## config.mk

```make
export PLATFORM = sky130hd
export DESIGN_NAME = tpg_reseed
export DESIGN_NICKNAME = d
export VERILOG_FILES = /design/src/rtl/tpg_pkg.sv /design/src/rtl/tpg_lfsr_step.sv /design/src/rtl/tpg_seed_step.sv /design/src/rtl/tpg_period_cnt.sv /design/src/rtl/tpg_reseed.sv
export SDC_FILE = /design/constraint.sdc
export NUM_CORES = 1
export LEC_CHECK = 0
export BUFFER_PORTS_ARGS = -buffer_cell sky130_fd_sc_hd__buf_2
export CORE_ASPECT_RATIO = 0.9
export CORE_UTILIZATION = 58
export CTS_BUF_LIST = sky130_fd_sc_hd__clkbuf_8
export DETAILED_ROUTE_END_ITERATION = 10
export GPL_TIMING_DRIVEN = 0
export MAX_ROUTING_LAYER = met4
export PLACE_DENSITY_LB_ADDON = 0.08
export SYNTH_ARGS = -nofsm -noshare
export SYNTH_HDL_FRONTEND = slang
export SYNTH_SLANG_ARGS = --single-unit
```

## constraint.sdc

```tcl
create_clock -name clk -period 4.12 [get_ports clk]
set_input_delay 0.206 -clock clk [delete_from_list [all_inputs] [get_ports clk]]
set_output_delay 0.206 -clock clk [all_outputs]
set_load 0.01 [all_outputs]
```

## src/rtl/tpg_pkg.sv

```systemverilog
package tpg_pkg;
    typedef enum logic {
        PH_IDLE = 1'b0,
        PH_RUN  = 1'b1
    } phase_e;
endpackage

```

## src/rtl/tpg_lfsr_step.sv

```systemverilog
module tpg_lfsr_step #(
    parameter int          WIDTH = 8,
    parameter logic [WIDTH-1:0] TAPS = 8'hB8
) (
    input  logic [WIDTH-1:0] cur,
    output logic [WIDTH-1:0] nxt,
    output logic             is_zero
);
    logic fb;
    always_comb begin
        fb      = ^(cur & TAPS);
        nxt     = {cur[WIDTH-2:0], fb};
        is_zero = (cur == '0);
    end
endmodule

```

## src/rtl/tpg_seed_step.sv

```systemverilog
module tpg_seed_step #(
    parameter int WIDTH = 8
) (
    input  logic [WIDTH-1:0] cur,
    output logic [WIDTH-1:0] nxt,
    output logic             last
);
    localparam logic [WIDTH-1:0] ONE = WIDTH'(1);
    always_comb begin
        last = (cur == '1);
        nxt  = last ? ONE : cur + ONE;
    end
endmodule

```

## src/rtl/tpg_period_cnt.sv

```systemverilog
module tpg_period_cnt #(
    parameter int CW    = 8,
    parameter int LIMIT = 255
) (
    input  logic [CW-1:0] cur,
    output logic [CW-1:0] nxt,
    output logic          term
);
    localparam logic [CW-1:0] LAST = CW'(LIMIT - 1);
    always_comb begin
        term = (cur == LAST);
        nxt  = term ? '0 : cur + CW'(1);
    end
endmodule

```

## src/rtl/tpg_reseed.sv

```systemverilog
module tpg_reseed
    import tpg_pkg::*;
#(
    parameter int               WIDTH = 8,
    parameter logic [WIDTH-1:0] TAPS  = 8'hB8
) (
    input  logic             clk,
    input  logic             rst,
    input  logic             start,
    output logic [WIDTH-1:0] pattern,
    output logic             pattern_valid,
    output logic [WIDTH-1:0] seed,
    output logic             done
);
    localparam int PERIOD = (1 << WIDTH) - 1;
    localparam int CW     = (PERIOD > 1) ? $clog2(PERIOD) : 1;

    typedef struct packed {
        phase_e           ph;
        logic [WIDTH-1:0] lfsr;
        logic [WIDTH-1:0] seed;
        logic [CW-1:0]    cnt;
        logic             valid;
        logic             done;
    } st_t;

    st_t st_d, st_q;

    logic [WIDTH-1:0] shift_nxt, seed_nxt;
    logic             lfsr_zero_unused, seed_last;
    logic [CW-1:0]    cnt_nxt;
    logic             cnt_term;

    tpg_lfsr_step #(.WIDTH(WIDTH), .TAPS(TAPS)) u_step (
        .cur(st_q.lfsr), .nxt(shift_nxt), .is_zero(lfsr_zero_unused)
    );
    tpg_seed_step #(.WIDTH(WIDTH)) u_seed (
        .cur(st_q.seed), .nxt(seed_nxt), .last(seed_last)
    );
    tpg_period_cnt #(.CW(CW), .LIMIT(PERIOD)) u_cnt (
        .cur(st_q.cnt), .nxt(cnt_nxt), .term(cnt_term)
    );

    always_comb begin
        st_d = st_q;
        if (st_q.ph == PH_IDLE) begin
            if (start) begin
                st_d.ph   = PH_RUN;
                st_d.lfsr = st_q.seed;
                st_d.cnt  = '0;
                st_d.done = 1'b0;
            end
        end else if (cnt_term) begin
            st_d.seed = seed_nxt;
            st_d.cnt  = '0;
            if (seed_last) begin
                st_d.ph   = PH_IDLE;
                st_d.done = 1'b1;
            end else begin
                st_d.lfsr = seed_nxt;
            end
        end else begin
            st_d.lfsr = shift_nxt;
            st_d.cnt  = cnt_nxt;
        end
        st_d.valid = (st_d.ph == PH_RUN) && (st_d.lfsr != '0);
        if (rst) begin
            st_d.ph    = PH_IDLE;
            st_d.lfsr  = '0;
            st_d.seed  = WIDTH'(1);
            st_d.cnt   = '0;
            st_d.valid = 1'b0;
            st_d.done  = 1'b0;
        end
    end

    always_ff @(posedge clk) begin
        st_q <= st_d;
    end

    assign pattern       = st_q.lfsr;
    assign pattern_valid = st_q.valid;
    assign seed          = st_q.seed;
    assign done          = st_q.done;

    a_r5_no_lock_pattern: assert property (@(posedge clk) disable iff (rst)
        pattern_valid |-> (pattern != '0));

    a_r6_seed_nonzero: assert property (@(posedge clk) disable iff (rst)
        seed != '0);

    a_r6_done_idle: assert property (@(posedge clk) disable iff (rst)
        done |-> !pattern_valid);

    a_r3_reload_seed: assert property (@(posedge clk) disable iff (rst)
        (!$stable(seed) && !done) |-> (pattern == seed) && (seed == $past(seed) + WIDTH'(1)));

    a_r1_after_reset: assert property (@(posedge clk) disable iff (rst)
        $past(rst) |-> (seed == WIDTH'(1)) && !done && !pattern_valid);
endmodule

```

# After elaboration in Yosys (flattened, before gate mapping)
# Index checks and enable logic that the tools add are counted.
[word_totals] inputBits=3 word_cells=32 regBits=27 output_inout_bits=18
[classes] add_sub_neg=2 muxes=14 reduce_logical=6 n_eq_ne=4
[op_table] cell="$mux 8" n=6
[op_table] cell="$mux 9" n=2
[op_table] cell="$add 8x1->8 const B" n=2
[op_table] cell="$eq 8x8->1 const B" n=2
[op_table] cell="$reduce_bool 8->1" n=1
[op_table] cell="$reduce_xor 8->1" n=1
[op_table] cell="$mux 1" n=6
[op_table] cell="$ne 2x1->1 const B" n=2
[op_table] cell="$reduce_and 3->1" n=1
[op_table] cell="$reduce_and 2->1" n=1
[op_table] cell="$reduce_bool 2->1" n=1
[op_table] cell="$logic_and 1x1->1" n=1

# Longest topological paths before layout
# Gate-level depths: netlist (run 1).
[depth] ltp_word=7 depth_mapped=9

# Hierarchy
# A second synthesis (run 1) with hierarchy kept.
[hier_totals] hier_cells=261 hier_area_um2=1956.9
[by_module_without_submodules] mod="tpg_reseed" area_each_um2=1436.4 cells_each=184 seq_area_each_um2=540.5 n_inst=1
[by_module_without_submodules] mod="tpg_period_cnt" area_each_um2=261.5 cells_each=38 seq_area_each_um2=0.0 n_inst=1
[by_module_without_submodules] mod="tpg_seed_step" area_each_um2=145.1 cells_each=23 seq_area_each_um2=0.0 n_inst=1
[by_module_without_submodules] mod="tpg_lfsr_step" area_each_um2=113.9 cells_each=16 seq_area_each_um2=0.0 n_inst=1

# Worst setup path after synthesis (run 1)
# Ideal clock, no wire load.
[synth_path] path_type="register -> register" from="reg st_q, in the netlist seed[0]" to="reg st_q, in the netlist pattern_valid" n_path_buf=1 stages_incl_launch_ff=9 setup_slack_ns=2.036 arrival_ns=1.953 setup_ns=0.131 period_less_slack_ns=2.084 cell_sequence="dfxtp_1 ha_1 and3_1 and2_1 clkbuf_1 a21o_1 a221o_1 nor4_1 a31oi_1"
[synth_via] elab_chain_len=7 elab_cells_between_ends=11
[synth_rtl] element="from (decl)" line="tpg_reseed.sv:27" source="st_t st_d, st_q;"
[synth_rtl] element="from (signal assigned)" line="tpg_reseed.sv:78" source="st_q <= st_d;"
[synth_rtl] element="$add 8x1->8 or $eq 8x8->1 (tied branches)" line="tpg_seed_step.sv:11, tpg_seed_step.sv:10"
[synth_rtl] element="$mux 8" line="tpg_seed_step.sv:11" source="nxt = last ? ONE : cur + ONE;"
[synth_rtl] element="$mux 8" line="tpg_reseed.sv:56" source="if (seed_last) begin"
[synth_rtl] element="$mux 8" line="tpg_reseed.sv:53" source="end else if (cnt_term) begin"
[synth_rtl] element="$mux 9 *" line="tpg_reseed.sv:46" source="if (st_q.ph == PH_IDLE) begin"
[synth_rtl] element="$reduce_bool 8->1" line="tpg_reseed.sv:66" source="st_d.valid = (st_d.ph == PH_RUN) && (st_d.lfsr != '0);"
[synth_rtl] element="$logic_and 1x1->1 *" line="tpg_reseed.sv:66"
# Mark *: on every way between the ends. The rest lies on a longest branch, timed or not.
# A chain may end at the register's enable or synchronous reset.

# Worst setup path after layout (run 1)
[layout_path] from="reg st_q[3] in the netlist's numbering" to="reg st_q, in the netlist pattern_valid"
[layout_via] elab_chain_len=5 elab_cells_between_ends=6
[layout_rtl] element="$eq 8x8->1 *" line="tpg_period_cnt.sv:11" source="term = (cur == LAST);"
[layout_rtl] element="$mux 8" line="tpg_reseed.sv:53"
[layout_rtl] element="$mux 9 *" line="tpg_reseed.sv:46"
[layout_rtl] element="$reduce_bool 8->1" line="tpg_reseed.sv:66"
[layout_rtl] element="$logic_and 1x1->1 *" line="tpg_reseed.sv:66"
# Marked as above.

==> impl_metrics.ini, run 1 <==
[finish]
area_growth_pct = 11.6
finalNonFillerCells = 248
multi_input_area_um2 = 848
antenna_cells = 0
seqCellArea_um2 = 541
num-fill-cells = 220
final_nets = 227
drive_gt1_share_pct = 20.5

[sta]
finalSetupTns_ns = 0
setup_viol = 0
post-route-period-util_pct = 57.9
slew_headroom_pct = 54.4
hold_viol_final = 0
worstMarginPinSlew_ns = 0.683
slew_violations = 0
finClkSkew_ns = 0.00292
max_freq_ghz = 0.419
hold_slack_ns = 0.173
worst_slack_ns = 1.74
rsz0062_at_grt = no
finalCriticalPeriod_ns = 2.38

[worst_setup_path]
crit_path_end_kind = register
critPathMaxFanout = 9
r2r_end = pattern_valid
reg2reg_slack_ns = 1.74
required_ns = 4.28
r2r_cells = 7
arrival_ns = 2.54
worstSetupPathType = register to register
crit_start = st_q[3]
reg2reg_from = st_q[3]
cp-start-kind = register

[clock_network]
cts_tree = yes
cts_max_path_buffers = 2
cts_root_buf = clkbuf_8
h-tree-depth = 1
cts_resized = 0
post_cts_buffers = 0
cts_buffers = 3
cts.sinks = 27
clkLatencyLatePin_ns = 0.28
cts_hold_buffers = 0
path_clk_slew_ns = 0.10

[power]
internal_power_mw = 0.350
p_comb_share_pct = 9.5
p_seq_share_pct = 57.3
switching_power_mw = 0.121
swShare_pct = 25.6
ir_worst_vdd_v = 0.000233
power.density_nw_per_um2 = 269
leakagePower_nw = 0.698
fin_total_pwr_mw = 0.471
p_clk_share_pct = 33.2

[floorplanning]
die-area_um2 = 2910
die_h_um = 51.3
core-area_um2 = 2510
io_pins = 21
initial_utilization_pct = 62.4
rows = 17
die_x_um = 56.8

[worst_hold_path]
hold_start = rst
hold_depth = 2
min_to = pattern[5]
hold_path_class = primary input to register

[grt]
grt_overflow = 0
grt_max_degree = 16
antenna_found_initial = 0
grt_pass1_vias = 1387
grt_pass1_wl_um = 6670
track_usage_pct = 31.1

[synthesis]
synth.area.top_cells = dfxtp_1 35%, buf_4 7.7%, a21oi_1 6.7%
synth_flop_cell = dfxtp_1
synth_area_um2 = 1570
synthArstFlopShare_pct = 0
ys_seq_area_share_pct = 34.5
synth_nets = 202
yosysMostFrequentCell = dfxtp_1
synth_area_per_cell_um2 = 7.99
synth-edff-count = 0
synth_common_cells = 27 x dfxtp_1, 21 x a21oi_1, 20 x nor2_1, 16 x buf_4, 12 x o21ai_0
yosysUniqueCellTypes = 46
synth_largest_area_cell = dfxtp_1
synth-seq-cells = 27
yosysTopAreaCellShare_pct = 34.5
synthCells = 196
ys_warn_count = 0

[place]
dp_worst_setup_slack_ns = 1.81
placedCellCount = 244
hpwlAfterDp_um = 2970
gp_congestion = 0.900
port_buffers = 20

[route]
routed_wl_um = 4070
drt-initial-drc-count = 87
dr_total_vias = 1542
drc_errors = 2
vias_per_cell = 6.22
drt_pass1_iterations = 7
post_drt_wl_per_cell_um = 16.4
drtAntennaViolNets = 0

[outcome]
status = finished with violations
violations = design-rule violations

[job]
max_cap_viol_count = 0
==> per-layer routing <==
metal | GRT usage [%] | vias up | part of all wire (%)
li1 | - | 742 | -
met1 | 41.7 | 722 | 45
met2 | 48.4 | 68 | 46
met3 | 5.82 | 10 | 7.4
met4 | 8.54 | 0 | 1.6
met5 | - | - | 0
==> metrics by stage <==
step | area [µm²] | util, %
after floorplan | 1570 | -
after global placement | 1700 | 67.7
after detailed placement | 1700 | 67.7
after CTS | 1750 | 69.6
after global routing | 1750 | 69.6
final | 1750 | 69.6
==> power groups by stage <==
stage	registers, mW	clock network, mW	logic [mW]
global route	0.270	0.164	0.0501
CTS	0.269	0.157	0.0443
floorplan	0.275	0	0.0297
detailed placement	0.275	0	0.0441
global placement	0.275	0	0.0429
finish	0.270	0.156	0.0449
==> placed cells by master, fill, tap and decap left out, types with 4 or more instances in the layout <==
| master | instances |
|---|---|
| o21ai_0 | 12 |
| nand3_1 | 4 |
| nand4_1 | 4 |
| dfxtp_1 | 27 |
| nor2_1 | 20 |
| a22oi_1 | 4 |
| inv_1 | 9 |
| buf_4 | 16 |
| buf_2 | 20 |
| nor2b_1 | 7 |
| clkbuf_1 | 6 |
| nand2_1 | 11 |
| a21oi_1 | 21 |
==> cell type report <==
class | instances | area share, %
multi-input cells | 138 | 48.6
repair buffers | 20 | 5.73
flip-flops and latches | 27 | 30.9
plain buffers | 22 | 8.17
clock inverters | 1 | 0.287
well taps | 28 | 2.01
clock buffers | 3 | 2.36
inverters | 9 | 1.93
==> worst max-delay path, stage by stage (launching register included) <==
cell and delay, ns:
dfxtp_1 0.44, ha_1 0.27, nand4_1 0.18, nor2_1 0.55, a21o_1 0.33, a211oi_1 0.14, nor4_1 0.24, a31oi_1 0.11
==> cells by family after synthesis <==
logic type,after synthesis,synth area share [%]
AND/OR/NAND/NOR,71,24.5
AO/OA/AOI/OAI,57,23.3
buffers and inverters,31,11.3
flip-flops,27,34.5
XOR/XNOR,6,3.36
adder cells (fa/ha/maj),3,2.40
multiplexers,1,0.640
==> flip-flops by register name (all words and copies together), names as in the netlist <==
signal / count
st_q: 9
pattern: 8
seed: 8
done: 1
pattern_valid: 1
==> worst max path at each step <==
| stage | to | slack [ns] | depth (start not counted) |
|---|---|---|---|
| floorplan | pattern_valid | 2.04 | 8 |
| global placement | pattern_valid | 1.81 | 8 |
| detailed placement | pattern_valid | 1.81 | 8 |
| CTS | pattern_valid | 1.78 | 8 |
| global route | pattern_valid | 1.57 | 7 |
| finish | pattern_valid | 1.74 | 7 |
No activity file was read; power rests on OpenSTA's default activity.
==> inputs of run 2 (changes only) <==
- ABC_AREA: not set -> 1
- clock period: 4.12 -> 2.5 ns (I/O delays scaled with it)
==> run 2 against run 1 <==
Effect of this change: critical path depth up 5; clock skew about the same; routed wire length down 7.7%; the flow now finishes without violations; global-route usage down 2.9 points; highest routed layer unchanged; critical path type unchanged; register-to-register slack worse by 1.1 ns; die area up 5.9%; sequential share of layout area down 1.8 points.
==> impl_metrics.ini, run 2 <==
[clock_network]
cts_root_buf = clkbuf_8
cts_hold_buffers = 0
h-tree-depth = 1
cts_resized = 0
cts.sinks = 27
clkLatencyLatePin_ns = 0.27
cts_max_path_buffers = 2
cts_tree = yes
post_cts_buffers = 0
cts_buffers = 3
path_clk_slew_ns = 0.09

[sta]
finalCriticalPeriod_ns = 1.90
setup_viol = 0
hold_viol_final = 0
worstMarginPinSlew_ns = 0.560
finalSetupTns_ns = 0
hold_slack_ns = 0.0982
worst_slack_ns = 0.595
finClkSkew_ns = 0.00275
slew_headroom_pct = 62.7
rsz0062_at_grt = no
post-route-period-util_pct = 76.2
max_freq_ghz = 0.525
slew_violations = 0

[finish]
drive_gt1_share_pct = 24.5
final_cell_mix = 52 x nand2_1, 27 x dfxtp_1, 25 x inv_1, 20 x nor2_1, 20 x buf_2
area_growth_pct = 11.7
final_common_cell = nand2_1
regMostFlops = st_q
largest_reg_flops = 9
final_nets = 264
final_area_um2 = 1860
fin_util_pct = 68.1
finalNonFillerCells = 297
antenna_cells = 0

[worst_hold_path]
hold_path_class = primary input to register
hold_start = rst

[synthesis]
synth_flop_cell = dfxtp_1
synth-edff-count = 0
synthCells = 233
synth-seq-cells = 27
synth.area.top_cells = dfxtp_1 33%, nand2_1 12%, buf_4 7.7%
ys_warn_count = 0
yosysMostFrequentCell = nand2_1
synthArstFlopShare_pct = 0
ys_seq_area_share_pct = 32.5
yosysTopAreaCellShare_pct = 32.5
yosysUniqueCellTypes = 34
synth_largest_area_cell = dfxtp_1
synth_nets = 239
synth_area_um2 = 1660
synth_common_cells = 52 x nand2_1, 27 x dfxtp_1, 24 x inv_1, 20 x nor2_1, 18 x nand3_1
synth_area_per_cell_um2 = 7.13

[worst_setup_path]
arrival_ns = 2.08
critPathMaxFanout = 6
worstSetupPathType = register to register
required_ns = 2.67
cp-start-kind = register
reg2reg_from = seed[0]
crit_start = seed[0]
crit_path_end_kind = register

[floorplanning]
die_h_um = 52.8
die-area_um2 = 3080
die_x_um = 58.4
rows = 18
initial_utilization_pct = 61.0
core-area_um2 = 2730
io_pins = 21

[grt]
grt_pass1_wl_um = 6220
top_usage_layer = met2
grt_use_met1_pct = 37.2
grt_pass1_vias = 1389
antenna_found_initial = 0
grt_util_met2_pct = 42.0
grt_overflow = 0
track_usage_pct = 28.2
met3_usage_pct = 5.19
grt_max_degree = 15

[route]
post_drt_wl_per_cell_um = 12.7
vias_per_cell = 5.25
drc_errors = 0
drt-initial-drc-count = 74
dr_total_vias = 1560
drtAntennaViolNets = 0
drt_pass1_iterations = 4
routed_wl_um = 3760

[power]
leakagePower_nw = 0.891
fin_total_pwr_mw = 0.768
power.density_nw_per_um2 = 414
ir_worst_vdd_v = 0.000342

[place]
gp_congestion = 0.899
dp_worst_setup_slack_ns = 0.627
hpwlAfterDp_um = 2830
port_buffers = 20
dpl-instance-area_um2 = 1810
placedCellCount = 293

[job]
max_cap_viol_count = 0

[outcome]
status = complete, no violations
## run 2: cell count changes in the layout (fill, tap and decap cells not counted), sizes merged, moves of 5 or more
cell and delta:
nand3 +16, nor2 +6, a31oi +5, inv +18, nor2b -7, nand2 +47, o21ai -9
## run 2: area by class of cell
cell class,count,area (µm²)
Buffer,20,146
Clock buffer,3,41.3
Clock inverter,1,3.75
Fill cell,242,868
Inverter,27,103
Multi-Input combinational cell,159,872
Sequential cell,27,541
Tap cell,40,50.0
Timing Repair Buffer,20,100
## run 2: routing by layer
layer / vias to the layer above / wire length [µm]
li1: 802 / -
met2: 47 / 1660
met3: 2 / 226
met4: 0 / 24
met1: 709 / 1850
met5: - / 0
## run 2: final timing paths
path	endpoint	slack (ns)	cells past startpoint
worst max-delay path	pattern_valid	0.60	12
worst min-delay path	st_q[7]	0.1	2
worst max register to register	pattern_valid	0.60	12
worst min register to register	st_q[9]	0.49	2
## run 2: report_power, final
group	switching (mW)	internal [mW]
clock	0.137	0.110
sequential	0.00728	0.438
combinational	0.0502	0.0256
## run 2: cell families after synthesis
group	synth area share [%]
compound gates	13.5
xor+xnor	4.22
simple gates	32.5
fa+ha+maj	2.26
buf+inv	15.0
flops	32.5
## run 2: critical path: stages, from the launching register on
cell      delay (ns)
dfxtp_1         0.46
ha_1            0.24
nand2_2         0.08
nor2_2          0.17
nand2_2         0.16
clkinv_2        0.10
nor2_2          0.07
nand2_1         0.13
nand3_1         0.10
nor2_1          0.10
nand2_1         0.06
nor2_1          0.10
nor2_1          0.05
